File: src/rtl/alu4_pkg.sv
package alu4_pkg;

  // Per-bit propagate term for the arithmetic operand word.
  function automatic logic prop_term(input logic ai, input logic bi, input logic [3:0] s);
    return ai | (bi & s[0]) | (~bi & s[1]);
  endfunction

  // Per-bit generate term (second arithmetic operand word).
  function automatic logic gen_term(input logic ai, input logic bi, input logic [3:0] s);
    return (ai & ~bi & s[2]) | (ai & bi & s[3]);
  endfunction

  // Full-adder style carry step.
  function automatic logic carry_step(input logic p, input logic g, input logic c);
    return g | (p & c);
  endfunction

endpackage

File: src/rtl/alu4_bit_terms.sv
module alu4_bit_terms #(
  parameter int WIDTH = 4
) (
  input  logic [WIDTH-1:0] a,
  input  logic [WIDTH-1:0] b,
  input  logic [3:0]       sel,
  output logic [WIDTH-1:0] prop,
  output logic [WIDTH-1:0] gen
);
  import alu4_pkg::*;

  for (genvar i = 0; i < WIDTH; i++) begin : g_bit
    assign prop[i] = prop_term(a[i], b[i], sel);
    assign gen[i]  = gen_term(a[i], b[i], sel);
  end

  // a generate term never appears where the bit does not propagate
  always_comb begin
    gen_within_prop_chk: assert ((gen & ~prop) == '0);
  end

endmodule

File: src/rtl/alu4_ripple.sv
module alu4_ripple #(
  parameter int WIDTH = 4
) (
  input  logic [WIDTH-1:0] prop,
  input  logic [WIDTH-1:0] gen,
  input  logic             c_in,
  output logic [WIDTH:0]   carry
);
  import alu4_pkg::*;

  assign carry[0] = c_in;
  for (genvar i = 0; i < WIDTH; i++) begin : g_stage
    assign carry[i+1] = carry_step(prop[i], gen[i], carry[i]);
  end

endmodule

File: src/rtl/alu4_group_la.sv
module alu4_group_la #(
  parameter int WIDTH = 4
) (
  input  logic [WIDTH-1:0] prop,
  input  logic [WIDTH-1:0] gen,
  output logic             grp_p,
  output logic             grp_g
);
  import alu4_pkg::*;

  logic [WIDTH:0] g_acc;

  // Group generate accumulated from bit 0 upward with no carry in.
  assign g_acc[0] = 1'b0;
  for (genvar i = 0; i < WIDTH; i++) begin : g_la
    assign g_acc[i+1] = carry_step(prop[i], gen[i], g_acc[i]);
  end

  assign grp_p = &prop;
  assign grp_g = g_acc[WIDTH];

  // an all-propagating group must pass any carry, and with the
  // generate word empty no carry can be created
  always_comb begin
    grp_gen_needs_gen_chk: assert (!(grp_g && gen == '0));
  end

endmodule

File: src/rtl/alu4_result.sv
module alu4_result #(
  parameter int WIDTH = 4
) (
  input  logic [WIDTH-1:0] prop,
  input  logic [WIDTH-1:0] gen,
  input  logic [WIDTH:0]   carry,
  input  logic             logic_mode,
  output logic [WIDTH-1:0] f,
  output logic             all_ones
);
  logic [WIDTH-1:0] half_sum;
  logic [WIDTH-1:0] arith_f;

  assign half_sum = prop ^ gen;
  assign arith_f  = half_sum ^ carry[WIDTH-1:0];

  // Logic mode shows the inverted half sum; no carry enters it.
  assign f        = logic_mode ? ~half_sum : arith_f;
  assign all_ones = &f;

  // arithmetic result and carry out together form the full sum
  always_comb begin
    if (!logic_mode) begin
      arith_sum_chk: assert ({carry[WIDTH], f} ==
        ({1'b0, prop} + {1'b0, gen} + {{WIDTH{1'b0}}, carry[0]}));
    end
  end

endmodule

File: src/rtl/alu4_core.sv
module alu4_core #(
  parameter int WIDTH = 4
) (
  input  logic [WIDTH-1:0] a,
  input  logic [WIDTH-1:0] b,
  input  logic [3:0]       sel,
  input  logic             logic_mode,
  input  logic             carry_in_n,
  output logic [WIDTH-1:0] f,
  output logic             carry_out_n,
  output logic             grp_prop_n,
  output logic             grp_gen_n,
  output logic             a_eq_b
);
  logic [WIDTH-1:0] prop;
  logic [WIDTH-1:0] gen;
  logic [WIDTH:0]   carry;
  logic             grp_p;
  logic             grp_g;
  logic             c_in;

  assign c_in = ~carry_in_n;

  alu4_bit_terms #(.WIDTH(WIDTH)) u_terms (
    .a    (a),
    .b    (b),
    .sel  (sel),
    .prop (prop),
    .gen  (gen)
  );

  alu4_ripple #(.WIDTH(WIDTH)) u_ripple (
    .prop  (prop),
    .gen   (gen),
    .c_in  (c_in),
    .carry (carry)
  );

  alu4_group_la #(.WIDTH(WIDTH)) u_la (
    .prop  (prop),
    .gen   (gen),
    .grp_p (grp_p),
    .grp_g (grp_g)
  );

  alu4_result #(.WIDTH(WIDTH)) u_res (
    .prop       (prop),
    .gen        (gen),
    .carry      (carry),
    .logic_mode (logic_mode),
    .f          (f),
    .all_ones   (a_eq_b)
  );

  assign carry_out_n = ~carry[WIDTH];
  assign grp_prop_n  = ~grp_p;
  assign grp_gen_n   = ~grp_g;

  always_comb begin

    la_vs_ripple_chk: assert (~carry_out_n == (~grp_gen_n | (~grp_prop_n & ~carry_in_n)));

    if (logic_mode && sel == 4'b1110) logic_or_chk: assert (f == (a | b));

    if (logic_mode && sel == 4'b0110) logic_xor_chk: assert (f == (a ^ b));

    if (!logic_mode && sel == 4'b0110 && carry_in_n)
      equal_flag_chk: assert (a_eq_b == (a == b));
  end

endmodule

File: config.mk
export PLATFORM = sky130hd
export DESIGN_NAME = alu4_core
export DESIGN_NICKNAME = d
export VERILOG_FILES = /design/src/rtl/alu4_pkg.sv /design/src/rtl/alu4_bit_terms.sv /design/src/rtl/alu4_ripple.sv /design/src/rtl/alu4_group_la.sv /design/src/rtl/alu4_result.sv /design/src/rtl/alu4_core.sv
export SDC_FILE = /design/constraint.sdc
export NUM_CORES = 1
export LEC_CHECK = 0
export BUFFER_PORTS_ARGS = -buffer_cell sky130_fd_sc_hd__buf_2
export CAP_MARGIN = 20
export CORE_AREA = 2 2 39 41
export DETAILED_ROUTE_END_ITERATION = 12
export DIE_AREA = 0 0 41 43
export GPL_TIMING_DRIVEN = 0
export MAX_ROUTING_LAYER = met4
export PLACE_DENSITY = 0.64
export SLEW_MARGIN = 0
export SYNTH_ARGS = -nofsm -noshare
export SYNTH_HDL_FRONTEND = slang
export SYNTH_SLANG_ARGS = --single-unit
File: constraint.sdc
create_clock -name vclk -period 1.89
set_clock_uncertainty 0.1 [all_clocks]
set_input_delay 0.0945 -clock vclk [all_inputs]
set_output_delay 0.0945 -clock vclk [all_outputs]
set_load 0.02 [all_outputs]
### Word level (Yosys, flattened, before mapping)

Cells that the tools add are included.

| storage, ports and cells | value |
|---|---|
| bits in registers | 0 |
| word-level logic and storage cells | 64 |

| operators by class | value |
|---|---|
| multiplexer cells | 1 |
| bitwise operators | 61 |
| reductions and logical operators | 2 |

Operators by type and width:

| cell | number |
|---|---|
| $and 1x1->1 | 31 |
| $or 1x1->1 | 19 |
| $not 1->1 | 8 |
| $reduce_and 4->1 | 2 |
| $xor 4x4->4 | 2 |
| $mux 4 | 1 |
| $not 4->4 | 1 |

### Depth between registers and ports, before layout

Gate-level depths: netlist (run 1).

| depth | value |
|---|---|
| word-level depth | 12 |
| mapped depth | 5 |
| depth with buffers taken out | 5 |

### By module

A second synthesis (run 1) with hierarchy kept.

| unflattened totals | value |
|---|---|
| cell total of the unflattened synthesis | 44 |
| area total of the unflattened synthesis | 307.8 µm² |

Modules (own cells, without submodules):

| module | instances | cells an instance | area an instance (µm²) | sequential area each (µm²) |
|---|---|---|---|---|
| alu4_bit_terms | 1 | 16 | 125.1 | 0.0 |
| alu4_result | 1 | 13 | 93.8 | 0.0 |
| alu4_ripple | 1 | 6 | 46.3 | 0.0 |
| alu4_group_la | 1 | 5 | 27.5 | 0.0 |
| alu4_core | 1 | 4 | 15.0 | 0.0 |

### Worst setup path after synthesis (run 1)

No wires, ideal clock.

| timing path | value |
|---|---|
| path type | input port to output port |
| start point | input port b[1] |
| end point | output port a_eq_b |
| arrival | 2.003 ns |
| slack | -0.308 ns |
| cell stages on the path | 5 |
| path buffers | 0 |
| cells stage by stage | mux2_2 o211ai_1 o2111a_1 xor2_1 nor4b_1 |

| between the ends | value |
|---|---|
| elaborated cells on any way between the ends | 19 |

RTL lines:

| element | RTL line | text |
|---|---|---|
| start: declaration | alu4_core.sv:5 | `input logic [WIDTH-1:0] b,` |
| $and 1x1->1 or $not 1->1 (tied branches) | alu4_pkg.sv:5, alu4_pkg.sv:10 |  |
| $or 1x1->1, or another cell as far along | alu4_pkg.sv:5 | `return ai \| (bi & s[0]) \| (~bi & s[1]);` |
| $or 1x1->1 or $and 1x1->1 (tied branches) | alu4_pkg.sv:5, alu4_pkg.sv:10 |  |
| $and 1x1->1 or $or 1x1->1 (tied branches) | alu4_pkg.sv:15, alu4_pkg.sv:10 |  |
| $or 1x1->1 * | alu4_pkg.sv:15 | `return g \| (p & c);` |
| $xor 4x4->4 * | alu4_result.sv:15 | `assign arith_f = half_sum ^ carry[WIDTH-1:0];` |
| $mux 4 * | alu4_result.sv:18 | `assign f = logic_mode ? ~half_sum : arith_f;` |
| net f[2] | alu4_core.sv:9 | `output logic [WIDTH-1:0] f,` |
| $reduce_and 4->1 * | alu4_result.sv:19 | `assign all_ones = &f;` |
| end: declaration | alu4_core.sv:13 | `output logic a_eq_b` |

Mark *: on every way through the listed nets, which the timed path passes. The rest lies on a longest branch.

### Worst setup path in the final report (run 1)

| timing path | value |
|---|---|
| start point | input port b[0] |
| end point | output port a_eq_b |

| between the ends | value |
|---|---|
| cells in the longest elaborated chain, start to end | 12 |
| elaborated cells on any way between the ends | 21 |

RTL lines:

| element | RTL line |
|---|---|
| $and 1x1->1 or $not 1->1 (tied branches) | alu4_pkg.sv:5, alu4_pkg.sv:10 |
| $or 1x1->1, or another cell as far along | alu4_pkg.sv:5 |
| $or 1x1->1 or $and 1x1->1 (tied branches) | alu4_pkg.sv:5, alu4_pkg.sv:10 |
| $and 1x1->1 or $or 1x1->1 (tied branches) | alu4_pkg.sv:15, alu4_pkg.sv:10 |
| $or 1x1->1 | alu4_pkg.sv:15 |
| $and 1x1->1 | alu4_pkg.sv:15 |
| $or 1x1->1 | alu4_pkg.sv:15 |
| $and 1x1->1 | alu4_pkg.sv:15 |
| $or 1x1->1 | alu4_pkg.sv:15 |
| $xor 4x4->4 | alu4_result.sv:15 |
| $mux 4 * | alu4_result.sv:18 |
| $reduce_and 4->1 * | alu4_result.sv:19 |

Every way passes the cells marked *; elsewhere a longest branch is shown, timed or not.

==> summary.md, run 1 <==
| Metric | Value |
|---|---|
| P_leak | `about 0.25 nW` |
| WL per Instance | `11.35 um` |
| Initial core utilization | `a little over a quarter` |
| Number of global-route vias before repair | `350` |
| Worst Setup Start Kind | `primary input` |
| Hold slack | `532.4 ps` |
| IO Pins | `22` |
| P per Cell Area | `about 340 mW/mm^2` |
| Global-route wire length before repair | `~1300 um` |
| Post-synthesis sequential area ratio | `0%` |
| Initial antenna violation count | `0` |
| DR vias/cell | `between 5 and 6` |
| Antenna Nets Post-Route | `0` |
| Synth Warn # | `0` |
| Syn Nets | `60` |
| Status | `complete, no violations` |
| Ant. Diodes | `0` |
| Mapped Cells | `46` |
| FF+latch area | `0 um^2` |
| DR DRC count | `0` |
| Maximum vdd drop | `~0.16 mV` |
| Total GRT Usage | `10.03%` |
| Setup WS post-layout | `62.68 ps` |
| CP Data Required Time | `around 1700 ps` |
| Worst slack, placed | `-244.3 ps` |
| Iteration-0 DRC Markers | `6` |
| MaxCap Viol Count | `0` |
| Total grt overflow | `0` |
| Fin crit period | `1827 ps` |
| Final cycle utilization of the critical path | `between 90% and 100%` |
| Slew Limit Fails | `0` |
| RePlAce Congestion | `0.7555` |
| Leading area contributor after synthesis | `mux2_2` |
| Core ar. | `about 0.0014 mm^2` |
| Placement Rows | `14` |
| Fin nets | `84` |
| Vias | `about 440` |
| Max_slew headroom | `68.21%` |
| Largest net degree at the start of global routing | `8` |
| Critical Path AT | `between 1500 and 2000 ps` |
| RSZ-0062 raised after global routing | `no` |
| Area growth from synthesis to layout | `50.49%` |
| Synth top area cells | `mux2_2, mux2i_1, and2_1` |
| CP Class | `in2out` |
| Hpwl dp | `just under 800 um` |
| Die Y | `approximately 43 um` |
| Syn_area_per_cell | `just over 8 um^2` |
| Num sequential | `0` |
| Netlist cell types | `30` |
| Layout cells sized above 1 | `between 60 and 70%` |
| Die ar. | `around 0.0018 mm^2` |
| Die width | `~41 um` |
| Fillers | `~150` |
| Hold crit path type | `in2out` |
| Clkbuf count | `0` |
| Most frequent cells after synthesis | `and2_1, mux2_2` |
| Final setup fails | `0` |
| Synthesized cell area | `roughly 380 um^2` |
| F_max | `between 500 and 600 MHz` |
| Worst setup EP type | `primary output` |
| Hold Violations, Final | `0` |
| Worst Tran Pin Value | `roughly 470 ps` |
| Critical path peak fanout | `4` |
| PortBufs | `22` |
| Routed wire length | `953 um` |
| Top cell type's share of synthesized area | `11.88%` |
| Drt pass-1 iters | `2` |
==> layer usage <==
layer  track usage, %  vias to the layer above  part of all wire, %
li1                 -                      225                    -
met1            14.24                      201                   50
met2            16.56                       16                   43
met3                0                        0                  7.6
met4                0                        0                    0
met5                -                        -                    0
==> stage by stage <==
| stage | total power, mW | TNS (ps) | cells | util [%] | area (um^2) |
|---|---|---|---|---|---|
| after detailed placement | 0.1780 | -482.1 | 84 | 37.88 | 524.3 |
| after global routing | 0.2111 | 0 | 84 | 41.23 | 570.5 |
| final | 0.1964 | 0 | 84 | 41.23 | 570.5 |
| after CTS | 0.1851 | 0 | 84 | 39.06 | 540.5 |
| after floorplan | 0.1193 | 0 | 46 | - | 394.1 |
| after global placement | 0.1766 | -442.8 | 84 | 37.88 | 524.3 |
==> power by group <==
part / switching (mW) / internal, mW
clock network: 0 / 0
registers: 0 / 0
logic: 0.106 / 0.0903
total: 0.106 / 0.0903
==> repair_timing <==
action | 4_1_cts | 5_1_grt
pin swaps | 2 | 3
setup buffers | 0 | 0
hold endpoints to repair | 0 | 0
hold buffers | 0 | 0
gates resized for setup | 4 | 7
endpoints found under the setup margin | 2 | 1
==> area by class of cell <==
cell class         instances  area, um^2  share of cell area, %
well taps                 16       20.02                  3.509
inverters                  3       11.26                  1.974
repair buffers            22       115.1                  20.18
multi-input cells         43       424.2                  74.34
==> placed cells by master, fill, tap and decap left out <==
| master | instances |
|---|---|
| o211ai_1 | 1 |
| nand2_2 | 1 |
| xnor2_1 | 1 |
| mux2_2 | 3 |
| and2_4 | 1 |
| and2_1 | 3 |
| and2b_2 | 1 |
| a211oi_2 | 1 |
| a211o_2 | 1 |
| nor2_1 | 3 |
| nor4b_4 | 1 |
| buf_2 | 20 |
| a311oi_1 | 1 |
| or2_2 | 1 |
| a2111o_1 | 1 |
| inv_1 | 3 |
| mux2i_1 | 3 |
| a21oi_1 | 1 |
| or3b_2 | 1 |
| o21ba_4 | 1 |
| o21bai_4 | 1 |
| a2111oi_2 | 1 |
| o2111a_1 | 1 |
| o21ai_0 | 3 |
| o311ai_4 | 1 |
| mux4_2 | 1 |
| xor2_1 | 1 |
| nand3_2 | 1 |
| mux2_4 | 2 |
| buf_4 | 2 |
| nand2_1 | 3 |
| o311a_1 | 1 |
| nor2b_2 | 1 |
==> worst max-delay path, stage by stage <==
cell	delay (ps)
buf_4	130
mux2_4	330
o21bai_4	120
a311oi_1	150
o311a_1	370
nor4b_4	260
buf_4	180
==> cells by family (layout without fill, tap and decap cells) <==
kind of cell	Yosys count	after routing	synth area share, %
simple gates	17	17	26.40
buf+inv	3	25	2.970
mux	9	9	29.70
compound gates	15	15	36.30
xor+xnor	2	2	4.621
==> worst paths after layout <==
path | from | end | depth (start not counted)
worst min-delay path | carry_in_n | f[0] | 4
worst max-delay path | b[0] | a_eq_b | 7
Power figures use the tool's default switching activity.
==> inputs of run 2 (changes only) <==
--- a/config.mk
+++ b/config.mk
@@ -12,8 +12,9 @@
 export DIE_AREA = 0 0 41 43
 export GPL_TIMING_DRIVEN = 0
 export MAX_ROUTING_LAYER = met4
-export PLACE_DENSITY = 0.64
+export PLACE_DENSITY = 0.58
 export SLEW_MARGIN = 0
 export SYNTH_ARGS = -nofsm -noshare
 export SYNTH_HDL_FRONTEND = slang
+export SYNTH_HIERARCHICAL = 1
 export SYNTH_SLANG_ARGS = --single-unit
==> run 2 against run 1 <==
- critical path depth increased by 3
- total power decreased by 2.5%
- utilization decreased by 5.2 points
- worst setup slack improved by 8.9 ps
==> summary.md, run 2 <==
| Metric | Value |
|---|---|
| Status | `complete, no violations` |
| Slowest cell on crit path | `a211o_1` |
| Post-place instance area | `roughly 450 um^2` |
| DR DRC count | `0` |
| Critical path peak fanout | `4` |
| Total stage count of the critical path | `10` |
| PortBufs | `22` |
| Number of global-route vias before repair | `343` |
| Hold Violations, Final | `0` |
| Reg power frac | `0%` |
| Crit path max-delay family | `compound AO/OA/AOI/OAI gates` |
| Synth Warn # | `6` |
| CP Class | `in2out` |
| Slew Limit Fails | `0` |
| Switching power total | `0.1028 mW` |
| Largest net degree at the start of global routing | `7` |
| P_leak | `0.2778 nW` |
| Initial antenna violation count | `0` |
| Worst setup EP type | `primary output` |
| Initial core utilization | `between 20% and 30%` |
| Final setup fails | `0` |
| Total power | `approximately 0.19 mW` |
| Max_slew headroom | `79.72%` |
| Commonest non-fill, non-tap cell in the layout | `buf_2` |
| Antenna Nets Post-Route | `0` |
| Critical Path AT | `1620 ps` |
| Clk pwr share | `0%` |
| Top cell by count, worst path | `a21o_1` |
| Die width | `roughly 40 um` |
| Net Sw Frac | `between 50% and 60%` |
| Util after Layout | `between 30% and 40%` |
| Total grt overflow | `0` |
| Worst Path Buf+Inv | `2` |
| Count leader, synth | `nor2b_1` |
| Core ar. | `~0.0014 mm^2` |
| Combinational share of power | `between 90% and 100%` |
| FF+latch area | `0 um^2` |
| Worst-path cell chain | `buf_8 > nor2b_4 > a211o_1 > a21o_1 > a21o_1 > a21o_1 > nor2_2 > xnor2_2 > and4_4 > buf_6` |
| MaxCap Viol Count | `0` |
| F_max | `about 550 MHz` |
| Area growth from synthesis to layout | `62.20%` |
| DP Cell Count | `approximately 80` |
| RSZ-0062 raised after global routing | `yes` |
| Layout cells sized above 1 | `44.93%` |
| Leading area contributor after synthesis | `nor2b_1` |
| Maximum vdd drop | `between 0.1 and 0.15 mV` |
| Max incr delay on CP | `between 200 and 250 ps` |
| Placement Rows | `14` |
| DR vias/cell | `4.435` |
| RePlAce Congestion | `roughly 0.74` |
| Int Pwr | `about 0.089 mW` |
| Die Y | `roughly 43 um` |
| Top cell type's share of synthesized area | `about 16%` |
| Iteration-0 DRC Markers | `3` |
| Post-CTS Hold Fix Bufs | `0` |
| Clkbuf count | `0` |
| Final cycle utilization of the critical path | `~96%` |
| P per Cell Area | `383.7 mW/mm^2` |
| Netlist cell types | `14` |
| Num sequential | `0` |
| Final std cells w/o fill | `85` |
| Routed wire length | `between 800 and 900 um` |
| Hold slack | `~550 ps` |
| Synthesized cell area | `a little over 300 um^2` |
| Finished Cell Area | `approximately 500 um^2` |
| Die ar. | `approximately 0.0018 mm^2` |
| Vias | `between 300 and 400` |
| Post-synthesis sequential area ratio | `0%` |
| Synth top area cells | `nor2b_1, mux2i_1, a211o_1` |
| Hold crit path type | `in2out` |
| Drt pass-1 iters | `2` |
| Worst Setup Start Kind | `primary input` |
| Hpwl dp | `702.7 um` |
| Ant. Diodes | `0` |
| Syn_area_per_cell | `between 6 and 7 um^2` |
| Total GRT Usage | `between 10% and 20%` |
| Global-route wire length before repair | `roughly 1400 um` |
| Syn Nets | `58` |
| Worst Tran Pin Value | `just over 300 ps` |
| Fin nets | `85` |
| IO Pins | `22` |
| Capture point of the worst path | `a_eq_b` |
| CP Data Required Time | `about 1700 ps` |
| Mapped Cells | `44` |
| Critical Path Start | `sel[1]` |
| Fin crit period | `about 1800 ps` |
| Most frequent cells in the layout | `buf_2, nor2b_1` |
| WL per Instance | `9.753 um` |
## run 2: cell types whose count changed after synthesis, moves of 2 or more
| cell | before | now |
|---|---|---|
| mux2_2 | 4 | 0 |
| and2_1 | 4 | 0 |
| o21ai_0 | 3 | 0 |
| nand2_1 | 3 | 1 |
| xor2_1 | 1 | 4 |
| a211o_1 | 0 | 4 |
| and4_1 | 0 | 2 |
| nor2b_1 | 0 | 8 |
| a21o_1 | 0 | 4 |
| xnor2_1 | 1 | 4 |
## run 2: layout make-up
class / instances / area, um^2
fill: 157 / 884.6
buffer: 1 / 7.507
tap: 16 / 20.02
timing repair buffer: 25 / 148.9
multi-input combinational: 39 / 307.8
inverter: 4 / 15.01
## run 2: stage by stage
stage	setup WS, ps	TNS, ps
floorplan	20.89	0
global placement	-139.7	-139.7
detailed placement	-168.1	-168.1
CTS	9.559	0
global route	-22.50	-22.50
finish	71.62	0
## run 2: tightest hold or removal path: stages
cell and delay (ps):
buf_2 130, nor2_2 50, xnor2_1 120, buf_2 160
## run 2: power groups by stage
stage | clock network [mW] | registers [mW] | logic, mW
after global routing | 0 | 0 | 0.209
final | 0 | 0 | 0.192
after detailed placement | 0 | 0 | 0.178
after floorplan | 0 | 0 | 0.121
after CTS | 0 | 0 | 0.190
after global placement | 0 | 0 | 0.176
## run 2: cell families (layout without fill, tap and decap cells)
family                 Yosys count  in the layout  share of synthesized area (%)
multiplexers                     4              4                          13.01
AO/OA/AOI/OAI                   12             12                          28.86
buffers and inverters            5             30                          7.317
AND/OR/NAND/NOR                 15             15                          28.05
XOR/XNOR                         8              8                          22.76
## run 2: timing repair
item / 4_1_cts / 5_1_grt
buffers inserted: 3 / 0
pin swaps: 7 / 2
setup endpoints to repair: 1 / 1
gates resized for setup: 2 / 4
## run 2: worst min path at each step
| stage | cells past startpoint | start | end | slack [ps] |
|---|---|---|---|---|
| global placement | 4 | logic_mode | f[3] | 550 |
| floorplan | 2 | logic_mode | f[3] | 300 |
| global route | 4 | logic_mode | f[2] | 580 |
| finish | 4 | logic_mode | f[2] | 550 |
| detailed placement | 4 | logic_mode | f[3] | 560 |
| CTS | 4 | logic_mode | f[3] | 550 |
## run 2: metal layers
layer  up-vias  wire (um)  global-route usage [%]
met5         -          0                       -
met3         0         37                  0.5236
li1        203          -                       -
met2         7        430                   19.06
met4         0          0                  0.6667
met1       167        361                   12.70
==> inputs of run 3 (changes only) <==
==> constraint.sdc (replaced) <==
create_clock -name vclk -period 1.97
set_clock_uncertainty 0.1 [all_clocks]
set_input_delay 0.0985 -clock vclk [all_inputs]
set_output_delay 0.0985 -clock vclk [all_outputs]
set_load 0.02 [all_outputs]
==> run 3 against run 2 <==
- via count shrank 4.0%
- non-clock buffer count shrank 1
- count of clock-buffer cells in the layout is the same
- critical path depth is the same
- first-iteration DRC count shrank 67%
- flip-flop and latch count is the same
- sequential share of layout area is the same
- combinational power shrank 8%
- global-route usage grew 0.092 points
- die area is the same
- utilization shrank 1.5 points
- critical path type unchanged
- highest routed layer unchanged
==> summary.md, run 3 (synthesis gave the netlist of run 2 again) <==
| Metric | Value |
|---|---|
| Status | `complete, no violations` |
| Fin nets | `84` |
| Num sequential | `0` |
| Hold crit path type | `in2out` |
| Total GRT Usage | `roughly a tenth` |
| Core ar. | `0.001384 mm^2` |
| Area growth from synthesis to layout | `55.28%` |
| Most frequent cells in the layout | `buf_2, nor2b_1` |
| Die ar. | `approximately 0.0018 mm^2` |
| PortBufs | `22` |
| Hpwl dp | `672.9 um` |
| Iteration-0 DRC Markers | `1` |
| P_leak | `0.2673 nW` |
| Global-route wire length before repair | `between 1000 and 1500 um` |
| DR vias/cell | `between 4 and 5` |
| Routed wire length | `about 780 um` |
| Initial antenna violation count | `0` |
| Critical Path AT | `1700 ps` |
| Vias | `362` |
| Worst setup EP type | `primary output` |
| Slew Limit Fails | `0` |
| RePlAce Congestion | `around 0.70` |
| DR DRC count | `0` |
| P per Cell Area | `roughly 370 mW/mm^2` |
| Final cycle utilization of the critical path | `around 97%` |
| RSZ-0062 raised after global routing | `yes` |
| Final setup fails | `0` |
| Fillers | `150` |
| Post-CTS Hold Fix Bufs | `0` |
| Total grt overflow | `0` |
| Die width | `41 um` |
| DP Cell Count | `just over 80` |
| Worst Tran Pin Value | `about 300 ps` |
| FF+latch area | `0 um^2` |
| Clkbuf count | `0` |
| Critical path peak fanout | `4` |
| Largest net degree at the start of global routing | `7` |
| Maximum vdd drop | `0.1230 mV` |
| Final std cells w/o fill | `84` |
| Worst Setup Start Kind | `primary input` |
| Total power | `between 0.15 and 0.2 mW` |
| Area of the multi-input gates | `roughly 300 um^2` |
| F_max | `525.6 MHz` |
| Max_slew headroom | `79.92%` |
| Hold Violations, Final | `0` |
| Layout cells sized above 1 | `between 40% and 50%` |
| IO Pins | `22` |
| WL per Instance | `around 9.2 um` |
| Setup TNS | `0 ps` |
| Hold slack | `between 500 and 600 ps` |
| Util after Layout | `34.54%` |
| CP Class | `in2out` |
| Ant. Diodes | `0` |
| Fin crit period | `roughly 1900 ps` |
| Placement Rows | `14` |
| Commonest non-fill, non-tap cell in the layout | `buf_2` |
| MaxCap Viol Count | `0` |
| Die Y | `between 40 and 50 um` |
| Initial core utilization | `22.24%` |
| Number of global-route vias before repair | `around 360` |
| Drt pass-1 iters | `2` |
| CP Data Required Time | `approximately 1800 ps` |
| Antenna Nets Post-Route | `0` |
## run 3: final cells by class
class	count	share of cell area (%)
Inverter	4	3.141
Tap cell	16	4.188
Buffer	1	1.571
Timing Repair Buffer	24	28.80
Multi-Input combinational cell	39	62.30
## run 3: final timing paths
kind | cells after the start | start | to | slack [ps]
setup / recovery | 10 | sel[1] | a_eq_b | 70
hold / removal | 4 | logic_mode | f[3] | 550
## run 3: per-layer routing
metal,vias up,track usage [%],routed length [um]
met2,6,18.44,410
met4,0,2.000,0
met3,0,0,22
li1,200,-,-
met5,-,-,0
met1,156,13.29,343
## run 3: power by group
group	internal, mW	switching [mW]	total [mW]
registers	0	0	0
clock network	0	0	0
logic	0.0807	0.0964	0.177
total	0.0807	0.0964	0.177
## run 3: timing repair
action,in CTS,in global routing
endpoints found under the setup margin,1,1
pin swaps,3,6
setup buffers,0,2
gates resized for setup,3,1
## run 3: critical path: stages
cell and delay, ps:
buf_6 100, nor2b_1 120, a211o_1 280, a21o_1 170, a21o_1 200, a21o_1 160
nor2_2 120, xnor2_2 130, and4_4 230, buf_6 110
## run 3: stage by stage
stage                     setup WS [ps]  area [um^2]
after floorplan                   68.10        317.8
after global routing             -28.75        478.0
final                             67.44        478.0
after global placement           -94.44        447.9
after detailed placement         -104.6        447.9
after CTS                       0.08826        456.7
